[src/rtl/bist_sig_pkg.sv]
package bist_sig_pkg;

    localparam int NUM_DET  = 4;
    localparam int NUM_STEP = 4;
    localparam int SIG_W    = NUM_DET * NUM_STEP;
    localparam int STEP_W   = $clog2(NUM_STEP);

    // Fault-free signature: nibble 3 bias-top .. nibble 0 amplifier output
    localparam logic [SIG_W-1:0] GOLDEN_SIG = 16'b1111_1100_0011_1010;

    typedef enum logic {PH_IDLE, PH_RUN} phase_e;

    typedef struct packed {
        logic pos;
        logic neg;
        logic skew;
    } inj_t;

    // Step 0: +off, 1: -off, 2: skew/+off, 3: skew/-off
    function automatic inj_t inj_for_step(input logic [STEP_W-1:0] s);
        inj_t r;
        r.pos  = ~s[0];
        r.neg  =  s[0];
        r.skew =  s[1];
        return r;
    endfunction

    // Detector-major placement, step order from the nibble MSB down
    function automatic int unsigned sig_pos(input int unsigned d, input int unsigned s);
        return d * NUM_STEP + (NUM_STEP - 1 - s);
    endfunction

endpackage

[src/rtl/det_sync.sv]
module det_sync #(
    parameter int W = 4
) (
    input  logic         clk,
    input  logic         rst,
    input  logic [W-1:0] d_i,
    output logic [W-1:0] q_o
);
    logic [W-1:0] meta_q;
    logic [W-1:0] sync_q;

    always_ff @(posedge clk) begin
        if (rst) begin
            meta_q <= '0;
            sync_q <= '0;
        end else begin
            meta_q <= d_i;
            sync_q <= meta_q;
        end
    end

    assign q_o = sync_q;
endmodule

[src/rtl/inj_sequencer.sv]
module inj_sequencer
    import bist_sig_pkg::*;
#(
    parameter int CNT_W = 8
) (
    input  logic              clk,
    input  logic              rst,
    input  logic              start_i,
    input  logic [CNT_W-1:0]  settle_i,
    output logic              busy_o,
    output logic              accept_o,
    output logic              sample_o,
    output logic              last_o,
    output logic [STEP_W-1:0] step_o,
    output inj_t              inj_o
);
    localparam logic [STEP_W-1:0] LAST_STEP = STEP_W'(NUM_STEP - 1);

    phase_e            phase_q;
    logic [STEP_W-1:0] step_q;
    logic [CNT_W-1:0]  cnt_q;
    logic              tick;

    assign accept_o = (phase_q == PH_IDLE) && start_i;
    assign tick     = (phase_q == PH_RUN) && (cnt_q >= settle_i);

    always_ff @(posedge clk) begin
        if (rst) begin
            phase_q <= PH_IDLE;
            step_q  <= '0;
            cnt_q   <= '0;
        end else if (accept_o) begin
            phase_q <= PH_RUN;
            step_q  <= '0;
            cnt_q   <= '0;
        end else if (phase_q == PH_RUN) begin
            if (tick) begin
                cnt_q <= '0;
                if (step_q == LAST_STEP) begin
                    phase_q <= PH_IDLE;
                    step_q  <= '0;
                end else begin
                    step_q <= step_q + 1'b1;
                end
            end else begin
                cnt_q <= cnt_q + 1'b1;
            end
        end
    end

    assign busy_o   = (phase_q == PH_RUN);
    assign sample_o = tick;
    assign last_o   = tick && (step_q == LAST_STEP);
    assign step_o   = step_q;
    assign inj_o    = busy_o ? inj_for_step(step_q) : '0;

    AST_RUN_STARTS_AT_ZERO: assert property (@(posedge clk) disable iff (rst)
        $rose(busy_o) |-> step_q == '0);
    AST_STEP_ADVANCE: assert property (@(posedge clk) disable iff (rst)
        (tick && step_q != LAST_STEP) |=> step_q == $past(step_q) + 1'b1);
    AST_START_IGNORED: assert property (@(posedge clk) disable iff (rst)
        (busy_o && start_i && !tick) |=> busy_o && $stable(step_q));
    AST_ONE_OFFSET: assert property (@(posedge clk) disable iff (rst)
        !(inj_o.pos && inj_o.neg));
endmodule

[src/rtl/sig_collect.sv]
module sig_collect
    import bist_sig_pkg::*;
(
    input  logic              clk,
    input  logic              rst,
    input  logic              clear_i,
    input  logic              sample_i,
    input  logic              last_i,
    input  logic [STEP_W-1:0] step_i,
    input  logic [NUM_DET-1:0] det_i,
    output logic [SIG_W-1:0]  sig_o,
    output logic [NUM_DET-1:0] mism_o,
    output logic              pass_o,
    output logic              done_o
);
    logic [SIG_W-1:0]   work_q;
    logic [SIG_W-1:0]   work_nx;
    logic [NUM_DET-1:0] grp_miss;
    logic [SIG_W-1:0]   sig_q;
    logic [NUM_DET-1:0] mism_q;
    logic               pass_q;
    logic               done_q;

    always_comb begin
        work_nx = work_q;
        for (int d = 0; d < NUM_DET; d++) begin
            work_nx[sig_pos(d, int'(step_i))] = det_i[d];
        end
    end

    for (genvar g = 0; g < NUM_DET; g++) begin : g_grp
        assign grp_miss[g] =
            work_nx[g*NUM_STEP +: NUM_STEP] != GOLDEN_SIG[g*NUM_STEP +: NUM_STEP];
    end

    always_ff @(posedge clk) begin
        if (rst) begin
            work_q <= '0;
            sig_q  <= '0;
            mism_q <= '0;
            pass_q <= 1'b0;
            done_q <= 1'b0;
        end else begin
            done_q <= last_i;
            if (clear_i) begin
                work_q <= '0;
            end else if (sample_i) begin
                work_q <= work_nx;
            end
            if (last_i) begin
                sig_q  <= work_nx;
                mism_q <= grp_miss;
                pass_q <= (grp_miss == '0);
            end
        end
    end

    assign sig_o  = sig_q;
    assign mism_o = mism_q;
    assign pass_o = pass_q;
    assign done_o = done_q;

    AST_DONE_PULSE: assert property (@(posedge clk) disable iff (rst)
        done_q |=> !done_q);
    AST_PASS_GOLDEN: assert property (@(posedge clk) disable iff (rst)
        done_q |-> (pass_q == (sig_q == GOLDEN_SIG)));
    AST_RESULT_HOLD: assert property (@(posedge clk) disable iff (rst)
        !last_i |=> $stable(sig_q) && $stable(pass_q));
endmodule

[src/rtl/amp_sig_bist.sv]
module amp_sig_bist
    import bist_sig_pkg::*;
#(
    parameter int CNT_W = 8
) (
    input  logic               clk,
    input  logic               rst,
    input  logic               start_i,
    input  logic [CNT_W-1:0]   settle_i,
    input  logic [NUM_DET-1:0] det_i,
    output logic               inj_pos_o,
    output logic               inj_neg_o,
    output logic               inj_skew_o,
    output logic               busy_o,
    output logic               done_o,
    output logic               pass_o,
    output logic [SIG_W-1:0]   sig_o,
    output logic [NUM_DET-1:0] mism_o
);
    logic [NUM_DET-1:0] det_s;
    logic               accept;
    logic               sample;
    logic               last;
    logic [STEP_W-1:0]  step;
    inj_t               inj;

    det_sync #(.W(NUM_DET)) u_sync (
        .clk (clk),
        .rst (rst),
        .d_i (det_i),
        .q_o (det_s)
    );

    inj_sequencer #(.CNT_W(CNT_W)) u_seq (
        .clk      (clk),
        .rst      (rst),
        .start_i  (start_i),
        .settle_i (settle_i),
        .busy_o   (busy_o),
        .accept_o (accept),
        .sample_o (sample),
        .last_o   (last),
        .step_o   (step),
        .inj_o    (inj)
    );

    sig_collect u_col (
        .clk      (clk),
        .rst      (rst),
        .clear_i  (accept),
        .sample_i (sample),
        .last_i   (last),
        .step_i   (step),
        .det_i    (det_s),
        .sig_o    (sig_o),
        .mism_o   (mism_o),
        .pass_o   (pass_o),
        .done_o   (done_o)
    );

    assign inj_pos_o  = inj.pos;
    assign inj_neg_o  = inj.neg;
    assign inj_skew_o = inj.skew;

    AST_IDLE_QUIET: assert property (@(posedge clk) disable iff (rst)
        !busy_o |-> !(inj_pos_o || inj_neg_o || inj_skew_o));
    AST_DONE_NOT_BUSY: assert property (@(posedge clk) disable iff (rst)
        done_o |-> !busy_o);
    AST_RESET_QUIET: assert property (@(posedge clk)
        rst |=> !busy_o && !done_o && !inj_pos_o && !inj_neg_o && !inj_skew_o);
endmodule

[config.mk]
export PLATFORM = sky130hd
export DESIGN_NAME = amp_sig_bist
export DESIGN_NICKNAME = d
export VERILOG_FILES = /design/src/rtl/bist_sig_pkg.sv /design/src/rtl/det_sync.sv /design/src/rtl/inj_sequencer.sv /design/src/rtl/sig_collect.sv /design/src/rtl/amp_sig_bist.sv
export SDC_FILE = /design/constraint.sdc
export NUM_CORES = 1
export LEC_CHECK = 0
export BUFFER_PORTS_ARGS = -buffer_cell sky130_fd_sc_hd__buf_2
export CAP_MARGIN = 20
export CORE_MARGIN = 5
export CORE_UTILIZATION = 54
export CTS_BUF_LIST = sky130_fd_sc_hd__clkbuf_8 sky130_fd_sc_hd__clkbuf_16
export CTS_CLUSTER_SIZE = 14
export DETAILED_ROUTE_END_ITERATION = 8
export GPL_ROUTABILITY_DRIVEN = 0
export PLACE_DENSITY_LB_ADDON = 0.2
export SKIP_LAST_GASP = 1
export SLEW_MARGIN = 10
export SYNTH_ARGS = -nofsm -noshare
export SYNTH_HDL_FRONTEND = slang
export SYNTH_SLANG_ARGS = --single-unit
[constraint.sdc]
create_clock -name clk -period 2.5 [get_ports clk]
set_input_delay 0.25 -clock clk [delete_from_list [all_inputs] [get_ports clk]]
set_output_delay 0.25 -clock clk [all_outputs]
set_load 0.1 [all_outputs]
# Word-level counts from Yosys, hierarchy flattened

Index checks and enable logic that the tools add are counted.

Bits in registers: 57
Output and inout port bits: 26
Word-level logic and storage cells: 61

Add/subtract/negate cells: 6
Magnitude comparators: 9
Eq/ne operators: 5
Muxes and demuxes: 19
Bitwise operators: 2
Reduce and logical (&&, ||, !) cells: 10

Operator list:

| operator                | number |
|---|---|
| $ge A32 B1 Y1 const B   | 4 |
| $lt A32 B5 Y1 const B   | 4 |
| $add A4 B32 Y32 const A | 2 |
| $bwmux W16              | 4 |
| $add A3 B32 Y32 const A | 1 |
| $demux W1 S4            | 4 |
| $ne A4 B4 Y1 const B    | 3 |
| $add A8 B1 Y8 const B   | 1 |
| $ge A8 B8 Y1            | 1 |
| $mux W1                 | 8 |
| $mux W8                 | 1 |
| $logic_and A1 B1 Y1     | 7 |
| $logic_not A4 Y1        | 1 |
| $ne A4 B2 Y1 const B    | 1 |
| $mux W3                 | 1 |
| $sub A2 B2 Y3 const A   | 1 |
| $add A2 B1 Y2 const B   | 1 |
| $eq A2 B2 Y1 const B    | 1 |
| $mux W2                 | 1 |
| $not A1 Y1              | 2 |
| $reduce_and A2 Y1       | 1 |
| $reduce_or A2 Y1        | 1 |

# Longest topological paths before layout

Gate-level depths: netlist of the first run.

Depth after elaboration: 11
Gate-level depth with buffers: 9
Mapped depth without buffers: 7

# Modules after synthesis

From an unflattened synthesis of the first run, not the netlist that was laid out.

Cell total of the unflattened synthesis: 315
Area, all modules: 2692.6 um^2

By module, submodules not included:

| module        | times used | cells an instance | area an instance (um^2) | seq. area each (um^2) |
|---|---|---|---|---|
| sig_collect   | 1          | 208               | 1739.2                  | 760.7 |
| inj_sequencer | 1          | 91                | 743.2                   | 220.2 |
| det_sync      | 1          | 16                | 210.2                   | 160.2 |

# Worst setup path before layout of the first run

Ideal clock, no wire load.

Path type: register to output
From: reg u_seq.phase_q, in the netlist u_seq.busy_o
To: out inj_neg_o
Arrival time: 2.669 ns
Data required time: 2.250 ns
Path slack: -0.419 ns
Cell stages (with the launch flop): 4
Path through: dfxtp_1 > buf_2 > inv_1 > nor2_1

Longest elaborated chain between the ends: 1

RTL lines:

| item                     | RTL line            | text |
|---|---|---|
| start: declaration       | inj_sequencer.sv:19 | `phase_e phase_q;` |
| start signal: assignment | inj_sequencer.sv:29 | `phase_q <= PH_IDLE;` |
| start signal: assignment | inj_sequencer.sv:33 | `phase_q <= PH_RUN;` |
| start signal: assignment | inj_sequencer.sv:40 | `phase_q <= PH_IDLE;` |
| $mux W3                  | inj_sequencer.sv:55 | `assign inj_o = busy_o ? inj_for_step(step_q) : '0;` |
| end: declaration         | amp_sig_bist.sv:12  | `output logic inj_neg_o,` |

No other way between the ends.

# Final worst setup path of the first run

From: reg u_seq.cnt_q[0]
To: reg u_col.sig_q[15], in the netlist u_col.sig_o[15]

Longest elaborated chain between the ends: 3

RTL lines:

| item                     | RTL line            | text |
|---|---|---|
| start: declaration       | inj_sequencer.sv:21 | `logic [CNT_W-1:0] cnt_q;` |
| start signal: assignment | inj_sequencer.sv:46 | `cnt_q <= cnt_q + 1'b1;` |
| $ge A8 B8 Y1             | inj_sequencer.sv:25 | `assign tick = (phase_q == PH_RUN) && (cnt_q >= settle_i);` |
| $logic_and A1 B1 Y1      | inj_sequencer.sv:25 |  |
| $logic_and A1 B1 Y1      | inj_sequencer.sv:53 | `assign last_o = tick && (step_q == LAST_STEP);` |
| end signal: assignment   | sig_collect.sv:51   | `sig_q <= work_nx;` |
| end: declaration         | sig_collect.sv:19   | `logic [SIG_W-1:0] sig_q;` |

No other way between the ends.
A chain may end at the register's enable or synchronous reset.

==> summary.txt, run 1 <==
run status: complete, no violations
Sink Count: 57
antenna-violating nets left: 0
Die X: 81.7 µm
Pleak: 1.25 nW
final cell count without fillers: 420
setup repair bufs after CTS: 0
Worst Hold Path EP: u_sync.meta_q[1]
post-cts gate resize count: 0
synth-to-layout area growth: 15.8%
die height: 81.7 µm
Crit path buffers/inverters: 2
post-synthesis sequential area ratio: 41.1%
Final Skew: 0.00729 ns
WHS: 0.113 ns
TritonCTS clock tree: done
RSZ-0062 raised after global routing: no
Clock Path Buffers: 2
Worst Tran Pin Value: 0.753 ns
WP data arrival: 2.52 ns
startpoint types: flop
post-synth top area share: 41.1%
Register-to-Register Path Depth: 8
n_diodes: 0
total grt overflow: 0
most frequent cells in the layout: dfxtp_1 (57), buf_2 (40), a21oi_1 (33)
Fmax: 431 MHz
WS Path Type: flop to flop
critical path's slowest cell: a2111o_1
Initial Util: 55.1%
CP Cell Sequence: inv_1 > ha_1 > nand2b_4 > a2111o_1 > a32o_1 > buf_12 > a21oi_1 > a211oi_2
Critical Path Sink Type: flop
clk slew on worst S/H paths: 0.06 ns
final instance area: 3210 µm²
total number of vias: 2307
max-slew violation count: 0
Post-Route WL: 6280 µm
I/O Buffers: 40
WP data required: 2.70 ns
commonest non-fill, non-tap cell in the layout: dfxtp_1
hold depth: 2
synth warn: 0
layout cell share with drive strength beyond 1: 28.0%
placed cell count: 404
Hold Path Class: input pin to flop
overall power: 1.87 mW
Critical R2R Launch: u_seq.cnt_q[0]
Netlist cell types: 44
Netlist Area Pre-Place: 2780 µm²
DR WL/cell: 15.0 µm
Inserted Clock Buffers: 9
drt drc: 0
# IOs: 41
Syn Nets: 334
Avg Inst Size Synth: 9.07 µm²
reg2reg end: u_col.sig_o[15]
Clk Latency, worst-skew pair: 0.35 ns
H-Tree Depth: 3
core region area: 5040 µm²
final setup vio count: 0
Hold Startpoint: det_i[1]
number of DRC markers in iteration 0: 221
Mapped Cells: 306
power per cell area: 583 nW/µm²
crit-path max FO: 34
Relative slew margins: 49.8%
largest net degree at the start of global routing: 35
Synth area leaders: dfxtp_1 (41%), a21oi_1 (5.9%), ha_1 (5.9%)
period utilisation layout: 92.9%
initial antenna violation count: 0
dpl cell area: 3020 µm²
Root Driver: clkbuf_8
row cnt: 26
number of flops mapped to enable cells by yosys: 0
post-detail-place hpwl: 4240 µm
average vias per placed instance: 5.49
Top FF cell, synth: dfxtp_1
fin nets: 373
async set-reset flop share out of synthesis: 0%
Final min period: 2.32 ns
first-pass GRT wire length: 10300 µm
slowest stage delay, CP: 0.48 ns
Peak VDD IR: 432 µV
DIE AREA: 6680 µm²
GRT Util Overall: 20.8%
Post-CTS Hold Buffers: 0
Max Cap Viol: 0
Final Hold Viols: 0
number of global-route vias before repair: 2140
Top delay family on crit path: compound AO/OA/AOI/OAI gates
area leader, netlist: dfxtp_1
TritonRoute pass-1 iters: 5
R2R setup slack: 0.18 ns
post-synthesis register bit count: 57
-- registers in the layout (all words and copies together), names as in the netlist --
signal / flops
u_seq.step_o: 2
u_col.done_o: 1
u_col.sig_o: 16
u_col.mism_o: 4
u_col.work_q: 16
u_col.pass_o: 1
u_seq.cnt_q: 8
u_sync.q_o: 4
u_sync.meta_q: 4
u_seq.busy_o: 1
-- metal layers --
| layer | global-route usage (%) | share of wire, % | up-vias |
|---|---|---|---|
| li1 | - | - | 1169 |
| met1 | 28.9 | 50 | 1070 |
| met2 | 29.5 | 43 | 59 |
| met3 | 5.70 | 5.2 | 9 |
| met4 | 10.6 | 1.7 | 0 |
| met5 | 0 | 0 | - |
-- Yosys cell counts, drive strengths merged, types with 2 or more instances --
master	number
o22ai	4
nand4	3
nor2b	11
and3	2
dfxtp	57
nand2	9
nor4	2
a32o	2
nand2b	4
mux2i	7
inv	15
o21ai	24
a2111o	2
mux2	2
xor2	5
clkbuf	11
buf	16
nand3	19
nor3	16
a211oi	10
ha	13
nor2	13
a31oi	4
a21oi	45
-- where the power goes --
part	internal [mW]	leakage, nW	switching, mW
Sequential	0.917	0.461	0.0140
Clock	0.479	0.102	0.375
Combinational	0.0306	0.687	0.0587
Total	1.43	1.25	0.448
-- cell type report --
type / count / area, µm²
Fill cell: 449 / 1830
Multi-Input combinational cell: 207 / 1410
Sequential cell: 57 / 1140
Timing Repair Buffer: 55 / 325
Clock buffer: 10 / 138
Tap cell: 70 / 87.6
Clock inverter: 6 / 57.6
Inverter: 15 / 56.3
-- per-stage QoR --
stage	setup TNS [ns]	worst slack, ns	utilization (%)
finish	0	0.179	63.7
global route	0	0.0702	63.7
CTS	0	0.186	63.7
detailed placement	0	0.214	59.9
global placement	0	0.238	59.9
floorplan	-1.26	-0.419	-
-- worst register-to-register path: cells and delay by family, from the launching register on --
kind	cells	cell delay [ns]
AOI/OAI and AO/OA	4	1.04
adders and majority gates	1	0.28
DFF	1	0.44
and+or+nand+nor	1	0.14
buffers and inverters	2	0.29
-- how the worst max path moves through the flow --
stage	start	endpoint	slack, ns	cells after the start
finish	u_seq.cnt_q[0]	u_col.sig_o[15]	0.18	8
global route	u_seq.cnt_q[0]	u_col.sig_o[15]	0.07	8
CTS	u_seq.cnt_q[0]	u_col.sig_o[15]	0.19	8
detailed placement	u_seq.cnt_q[0]	u_col.sig_o[15]	0.21	8
global placement	u_seq.cnt_q[0]	u_col.sig_o[15]	0.24	8
floorplan	u_seq.busy_o	inj_neg_o	-0.42	3
-- logic make-up after synthesis --
group,share of synthesized area (%)
compound gates,23.1
simple gates,16.9
flops,41.1
buf+inv,8.16
fa+ha+maj,5.86
mux,3.33
xor+xnor,1.58
(Power assumes the default switching activity.)
==> run 2: changes to the inputs <==
--- a/config.mk
+++ b/config.mk
@@ -13,7 +13,9 @@
 export CTS_CLUSTER_SIZE = 14
 export DETAILED_ROUTE_END_ITERATION = 8
 export GPL_ROUTABILITY_DRIVEN = 0
+export GPL_TIMING_DRIVEN = 1
 export PLACE_DENSITY_LB_ADDON = 0.2
+export SETUP_SLACK_MARGIN = 0.3
 export SKIP_LAST_GASP = 1
 export SLEW_MARGIN = 10
 export SYNTH_ARGS = -nofsm -noshare
==> constraint.sdc (replaced) <==
create_clock -name clk -period 2.9 [get_ports clk]
set_input_delay 0.29 -clock clk [delete_from_list [all_inputs] [get_ports clk]]
set_output_delay 0.29 -clock clk [all_outputs]
set_load 0.1 [all_outputs]
==> run 2 against run 1 <==
  * Critical path depth is the same
  * First-iteration DRC count is 32% lower
  * Sequential share of layout area rose by 1.1 points
  * Final area fell by 3.0%
  * Core utilization down 1.9 points
  * Routed wire length grew 0.48%
  * Highest routed layer unchanged
  * Largest power group unchanged
  * Via count down 0.69%
  * Setup slack improved by 0.36 ns
  * Final cell count down 2.1%
==> summary.txt, run 2 (synthesized netlist as in run 1, its figures left out) <==
startpoint types: flop
R2R setup slack: 0.54 ns
final core utilization: 61.8%
critical path depth: 8
Post-CTS Hold Buffers: 0
reg2reg end: u_col.sig_o[15]
post-cts gate resize count: 0
period utilisation layout: 81.4%
CP endpoint: u_col.sig_o[15]
fin nets: 366
setup repair bufs after CTS: 0
Critical Path Sink Type: flop
largest net degree at the start of global routing: 35
TritonCTS clock tree: done
WP data required: 3.08 ns
average vias per placed instance: 5.57
total grt overflow: 0
Psw: 0.347 mW
Clk Latency, worst-skew pair: 0.33 ns
commonest non-fill, non-tap cell in the layout: dfxtp_1
Peak VDD IR: 310 µV
DR WL/cell: 15.4 µm
layout cell share with drive strength beyond 1: 25.2%
sw frac: 23.1%
n_diodes: 0
placed cell count: 397
slowest stage delay, CP: 0.47 ns
Relative slew margins: 49.5%
power per cell area: 482 nW/µm²
Post-Route WL: 6310 µm
number of DRC markers in iteration 0: 150
max-slew violation count: 0
CP Cell Sequence: inv_1 > ha_1 > nand2b_4 > a2111o_1 > a32o_1 > buf_4 > a21oi_1 > a211oi_2
Die X: 81.7 µm
H-Tree Depth: 3
Flop pwr share: 53.4%
Fmax: 424 MHz
Critical R2R Launch: u_seq.cnt_q[0]
number of global-route vias before repair: 2162
post-detail-place hpwl: 4180 µm
critical path's slowest cell: a2111o_1
Top delay family on crit path: compound AO/OA/AOI/OAI gates
core region area: 5040 µm²
# IOs: 41
Worst Tran Pin Value: 0.757 ns
Max Cap Viol: 0
Clk pwr share: 41.4%
critical path launch point: u_seq.cnt_q[0]
I/O Buffers: 40
Final Skew: 0.00712 ns
final cell count without fillers: 411
Sink Count: 57
Pleak: 1.21 nW
final setup vio count: 0
clk slew on worst S/H paths: 0.06 ns
Inserted Clock Buffers: 9
TritonRoute pass-1 iters: 4
synth-to-layout area growth: 12.3%
antenna-violating nets left: 0
most frequent cells in the layout: dfxtp_1 (57), buf_2 (40), a21oi_1 (33)
RSZ-0062 raised after global routing: no
GRT Util Overall: 20.9%
crit-path max FO: 34
DIE AREA: 6680 µm²
Clock Path Buffers: 2
Crit path buffers/inverters: 2
run status: complete, no violations
Root Driver: clkbuf_8
row cnt: 26
total number of vias: 2291
Register-to-Register Path Depth: 8
drt drc: 0
WS Path Type: flop to flop
first-pass GRT wire length: 10500 µm
Initial Util: 55.1%
power share of the combinational group: 5.2%
Internal Power: 1.16 mW
initial antenna violation count: 0
Hold Path Class: input pin to flop
Final Hold Viols: 0
WP data arrival: 2.54 ns
die height: 81.7 µm
Final min period: 2.36 ns
## run 2: cell count changes in the layout (fill, tap and decap cells not counted), sizes merged
cell,change
buf,-7
inv,+3
bufinv,-1
clkinv,-4
clkbuf,+1
clkinvlp,-1
## run 2: worst min path at each step
stage	from	endpoint	cells past startpoint
2_1_floorplan	rst	u_col.done_o	1
3_3_place_gp	u_sync.meta_q[2]	u_sync.q_o[2]	1
3_5_place_dp	u_sync.meta_q[2]	u_sync.q_o[2]	1
4_1_cts	det_i[2]	u_sync.meta_q[2]	2
5_1_grt	det_i[1]	u_sync.meta_q[1]	2
6_report	det_i[2]	u_sync.meta_q[2]	2
## run 2: power groups by stage
stage	sequential (mW)	combinational (mW)	clock, mW
2_1_floorplan	0.817	0.0564	0
3_3_place_gp	0.819	0.0772	0
3_5_place_dp	0.819	0.0788	0
4_1_cts	0.802	0.0791	0.637
5_1_grt	0.804	0.0875	0.674
6_report	0.803	0.0786	0.621
## run 2: cell type report
| class | instances | area [µm²] |
|---|---|---|
| clock inverter | 3 | 11.3 |
| fill | 466 | 1930 |
| timing repair buffer | 48 | 260 |
| multi-input combinational | 207 | 1410 |
| clock buffer | 11 | 151 |
| sequential | 57 | 1140 |
| tap | 70 | 87.6 |
| inverter | 15 | 56.3 |
## run 2: worst register-to-register path, delay by kind of cell, from the launching register on
| family | cells | cell delay [ns] |
|---|---|---|
| compound gates | 4 | 1.03 |
| fa+ha+maj | 1 | 0.27 |
| buf+inv | 2 | 0.36 |
| flops | 1 | 0.42 |
| simple gates | 1 | 0.13 |
## run 2: metrics by stage
stage                     instance area, µm²  hold slack, ns  worst slack (ns)  TNS [ns]  total power, mW
after floorplan                         2780           0.378           -0.0585    -0.176            0.874
after global placement                  2950           0.418             0.600         0            0.896
after detailed placement                2950           0.427             0.577         0            0.898
after CTS                               3120           0.156             0.542         0             1.52
after global routing                    3120           0.168             0.362         0             1.57
final                                   3120           0.167             0.540         0             1.50
## run 2: layer usage
layer	share of wire [%]	GRT usage [%]	up-vias	wire length, µm
li1	-	-	1157	-
met1	48	28.4	1072	3050
met2	45	31.8	54	2860
met3	4.9	4.50	8	308
met4	1.4	8.97	0	91
met5	0	0	-	0
==> run 3: changes to the inputs <==
--- a/config.mk
+++ b/config.mk
@@ -5,10 +5,11 @@
 export SDC_FILE = /design/constraint.sdc
 export NUM_CORES = 1
 export LEC_CHECK = 0
+export ABC_AREA = 1
 export BUFFER_PORTS_ARGS = -buffer_cell sky130_fd_sc_hd__buf_2
 export CAP_MARGIN = 20
 export CORE_MARGIN = 5
-export CORE_UTILIZATION = 54
+export CORE_UTILIZATION = 50
 export CTS_BUF_LIST = sky130_fd_sc_hd__clkbuf_8 sky130_fd_sc_hd__clkbuf_16
 export CTS_CLUSTER_SIZE = 14
 export DETAILED_ROUTE_END_ITERATION = 8
==> constraint.sdc (replaced) <==
create_clock -name clk -period 2.1 [get_ports clk]
set_input_delay 0.21 -clock clk [delete_from_list [all_inputs] [get_ports clk]]
set_output_delay 0.21 -clock clk [all_outputs]
set_load 0.1 [all_outputs]
==> run 3 against run 2 <==
  * Sequential share of layout area is 1.2 points lower
  * Synthesized area is 9.6% lower
  * Power grew 65%
  * First-iteration DRC count is 11% higher
  * Non-clock buffer count up 9
  * Sequential power rose by 37%
  * Combinational power grew 68%
  * Clock skew is essentially flat
  * Critical path depth is 1 higher
  * Maximum frequency is 38% higher
  * Routed wire length down 9.5%
==> summary.txt, run 3 <==
run status: complete, no violations
# IOs: 41
core region area: 4790 µm²
Pleak: 1.56 nW
cell repeated most along the worst path: nand3_4
area leader, netlist: dfxtp_1
DIE AREA: 6530 µm²
Sink Count: 57
commonest non-fill, non-tap cell in the layout: nor2_1
WS Path Type: flop to flop
WP data required: 2.32 ns
crit-path max FO: 5
Crit path buffers/inverters: 1
Post-CTS Hold Buffers: 0
TritonRoute pass-1 iters: 4
critical path's slowest cell: dfxtp_4
final worst setup slack: 0.396 ns
Avg Inst Size Synth: 7.47 µm²
Max Cap Viol: 0
Mapped Cells: 336
post-synthesis sequential area ratio: 45.5%
number of global-route vias before repair: 2044
startpoint types: flop
slowest stage delay, CP: 0.36 ns
Top delay family on crit path: simple AND/OR/NAND/NOR gates
GRT Util Overall: 18.7%
row cnt: 25
Fmax: 587 MHz
Die X: 80.8 µm
Netlist cell types: 27
n_diodes: 0
Hold Path Class: input pin to flop
async set-reset flop share out of synthesis: 0%
Netlist Area Pre-Place: 2510 µm²
xor/xnor share of the synthesized area: 1.75%
I/O Buffers: 40
most frequent cells in the layout: nor2_1 (59), dfxtp_1 (48), nand2_1 (46)
Relative slew margins: 67.1%
Multi-input gate area: 1230 µm²
Critical Path Sink Type: flop
period utilisation layout: 81.2%
Clk Latency, worst-skew pair: 0.34 ns
average vias per placed instance: 4.80
CP Cell Sequence: ha_4 > nand2_2 > nor2_4 > nand4_1 > nand3_4 > nand3_4 > clkbuf_16 > nand3_1 > o21ai_0
H-Tree Depth: 3
largest net degree at the start of global routing: 25
final setup vio count: 0
Top FF cell, synth: dfxtp_1
WP data arrival: 1.92 ns
Synth Area in Adders: 6.48%
Final min period: 1.70 ns
Clock Path Buffers: 2
Final Skew: 0.00751 ns
largest family of logic cells by synthesized area: simple AND/OR/NAND/NOR gates
count leader, synth: nor2_1
Worst Tran Pin Value: 0.497 ns
DP Worst Slack: 0.170 ns
mux cell area share after synthesis: 0%
Fill cells: 390
Synth area leaders: dfxtp_1 (45%), nor2_1 (9.3%), o21ai_0 (7.6%)
drt drc: 0
synth warn: 0
FF+latch area: 1160 µm²
power per cell area: 754 nW/µm²
Final Hold Viols: 0
Syn Nets: 364
TritonCTS clock tree: done
number of flops mapped to enable cells by yosys: 0
number of DRC markers in iteration 0: 167
post-detail-place hpwl: 3750 µm
RSZ-0062 raised after global routing: yes
first-pass GRT wire length: 9280 µm
Initial Util: 52.4%
max-slew violation count: 0
Synth Area in Compound Gates: 10.5%
Root Driver: clkbuf_8
initial antenna violation count: 0
synth-to-layout area growth: 30.7%
die height: 80.8 µm
antenna-violating nets left: 0
DR WL/cell: 12.3 µm
Fin Setup TNS: 0 ns
Inserted Clock Buffers: 9
Peak VDD IR: 605 µV
total grt overflow: 0
Synth top cells by count: nor2_1 (62), dfxtp_1 (57), nand2_1 (49)
post-synthesis register bit count: 57
post-synth top area share: 45.5%
total number of vias: 2221
fin nets: 419
layout cell share with drive strength beyond 1: 26.3%
clk slew on worst S/H paths: 0.06 ns
Simple-Gate Fraction of Synth Area: 25.9%
Post-Route WL: 5710 µm
-- run 3: what timing repair did --
item / 4_1_cts / 5_1_grt
endpoints found under the hold margin: 0 / 0
cloned: 0 / 3
setup buffers: 0 / 8
pin swaps: 0 / 5
gates resized for setup: 5 / 49
endpoints found under the setup margin: 26 / 48
-- run 3: report_power, final --
part	total [mW]	switching, mW	leakage, nW	internal, mW
clock	1.24	0.428	0.126	0.813
sequential	1.10	0.0102	0.466	1.09
combinational	0.132	0.0890	0.965	0.0426
-- run 3: worst reg2reg max path: stages, from the launching register on --
cell and delay [ns]:
dfxtp_4 0.36, ha_4 0.27, nand2_2 0.05, nor2_4 0.10
nand4_1 0.14, nand3_4 0.17, nand3_4 0.16, clkbuf_16 0.21
nand3_1 0.05, o21ai_0 0.07
-- run 3: final cells by class --
type                            instances  area share [%]
Multi-Input combinational cell        221            37.5
Timing Repair Buffer                   57            11.8
Clock buffer                           10            4.20
Sequential cell                        57            35.4
Inverter                               45            5.38
Clock inverter                          6            3.20
Tap cell                               67            2.56
-- run 3: worst paths after layout --
kind                                       start                to  slack, ns  depth (start not counted)
worst min-delay path                    det_i[3]  u_sync.meta_q[3]       0.07                          3
worst min register to register  u_sync.meta_q[2]     u_sync.q_o[2]       0.40                          2
worst max register to register    u_seq.cnt_q[4]    u_col.sig_o[3]       0.40                          9
worst max-delay path              u_seq.cnt_q[4]    u_col.sig_o[3]       0.40                          9
-- run 3: logic make-up after synthesis --
family / Yosys count
adders and majority gates: 13
DFF: 57
and+or+nand+nor: 152
buffers and inverters: 58
xor gates and xnor gates: 5
AOI/OAI and AO/OA: 51
-- run 3: routing by layer --
metal	routed length [µm]	global-route usage (%)	vias to the layer above
met3	368	6.54	6
met2	2620	28.5	56
met5	0	0	-
li1	-	-	1180
met4	53	8.45	0
met1	2670	23.8	979
-- run 3: stage by stage --
step           util, %  instance area, µm²  hold slack (ns)  cells  power (mW)
2_1_floorplan        -                2520            0.317    336        1.21
3_3_place_gp      57.8                2770            0.389    436        1.24
3_5_place_dp      57.8                2770            0.394    436        1.25
4_1_cts           63.2                3030           0.0457    452        2.50
5_1_grt           68.5                3280           0.0774    463        2.57
6_report          68.5                3280           0.0694    463        2.47
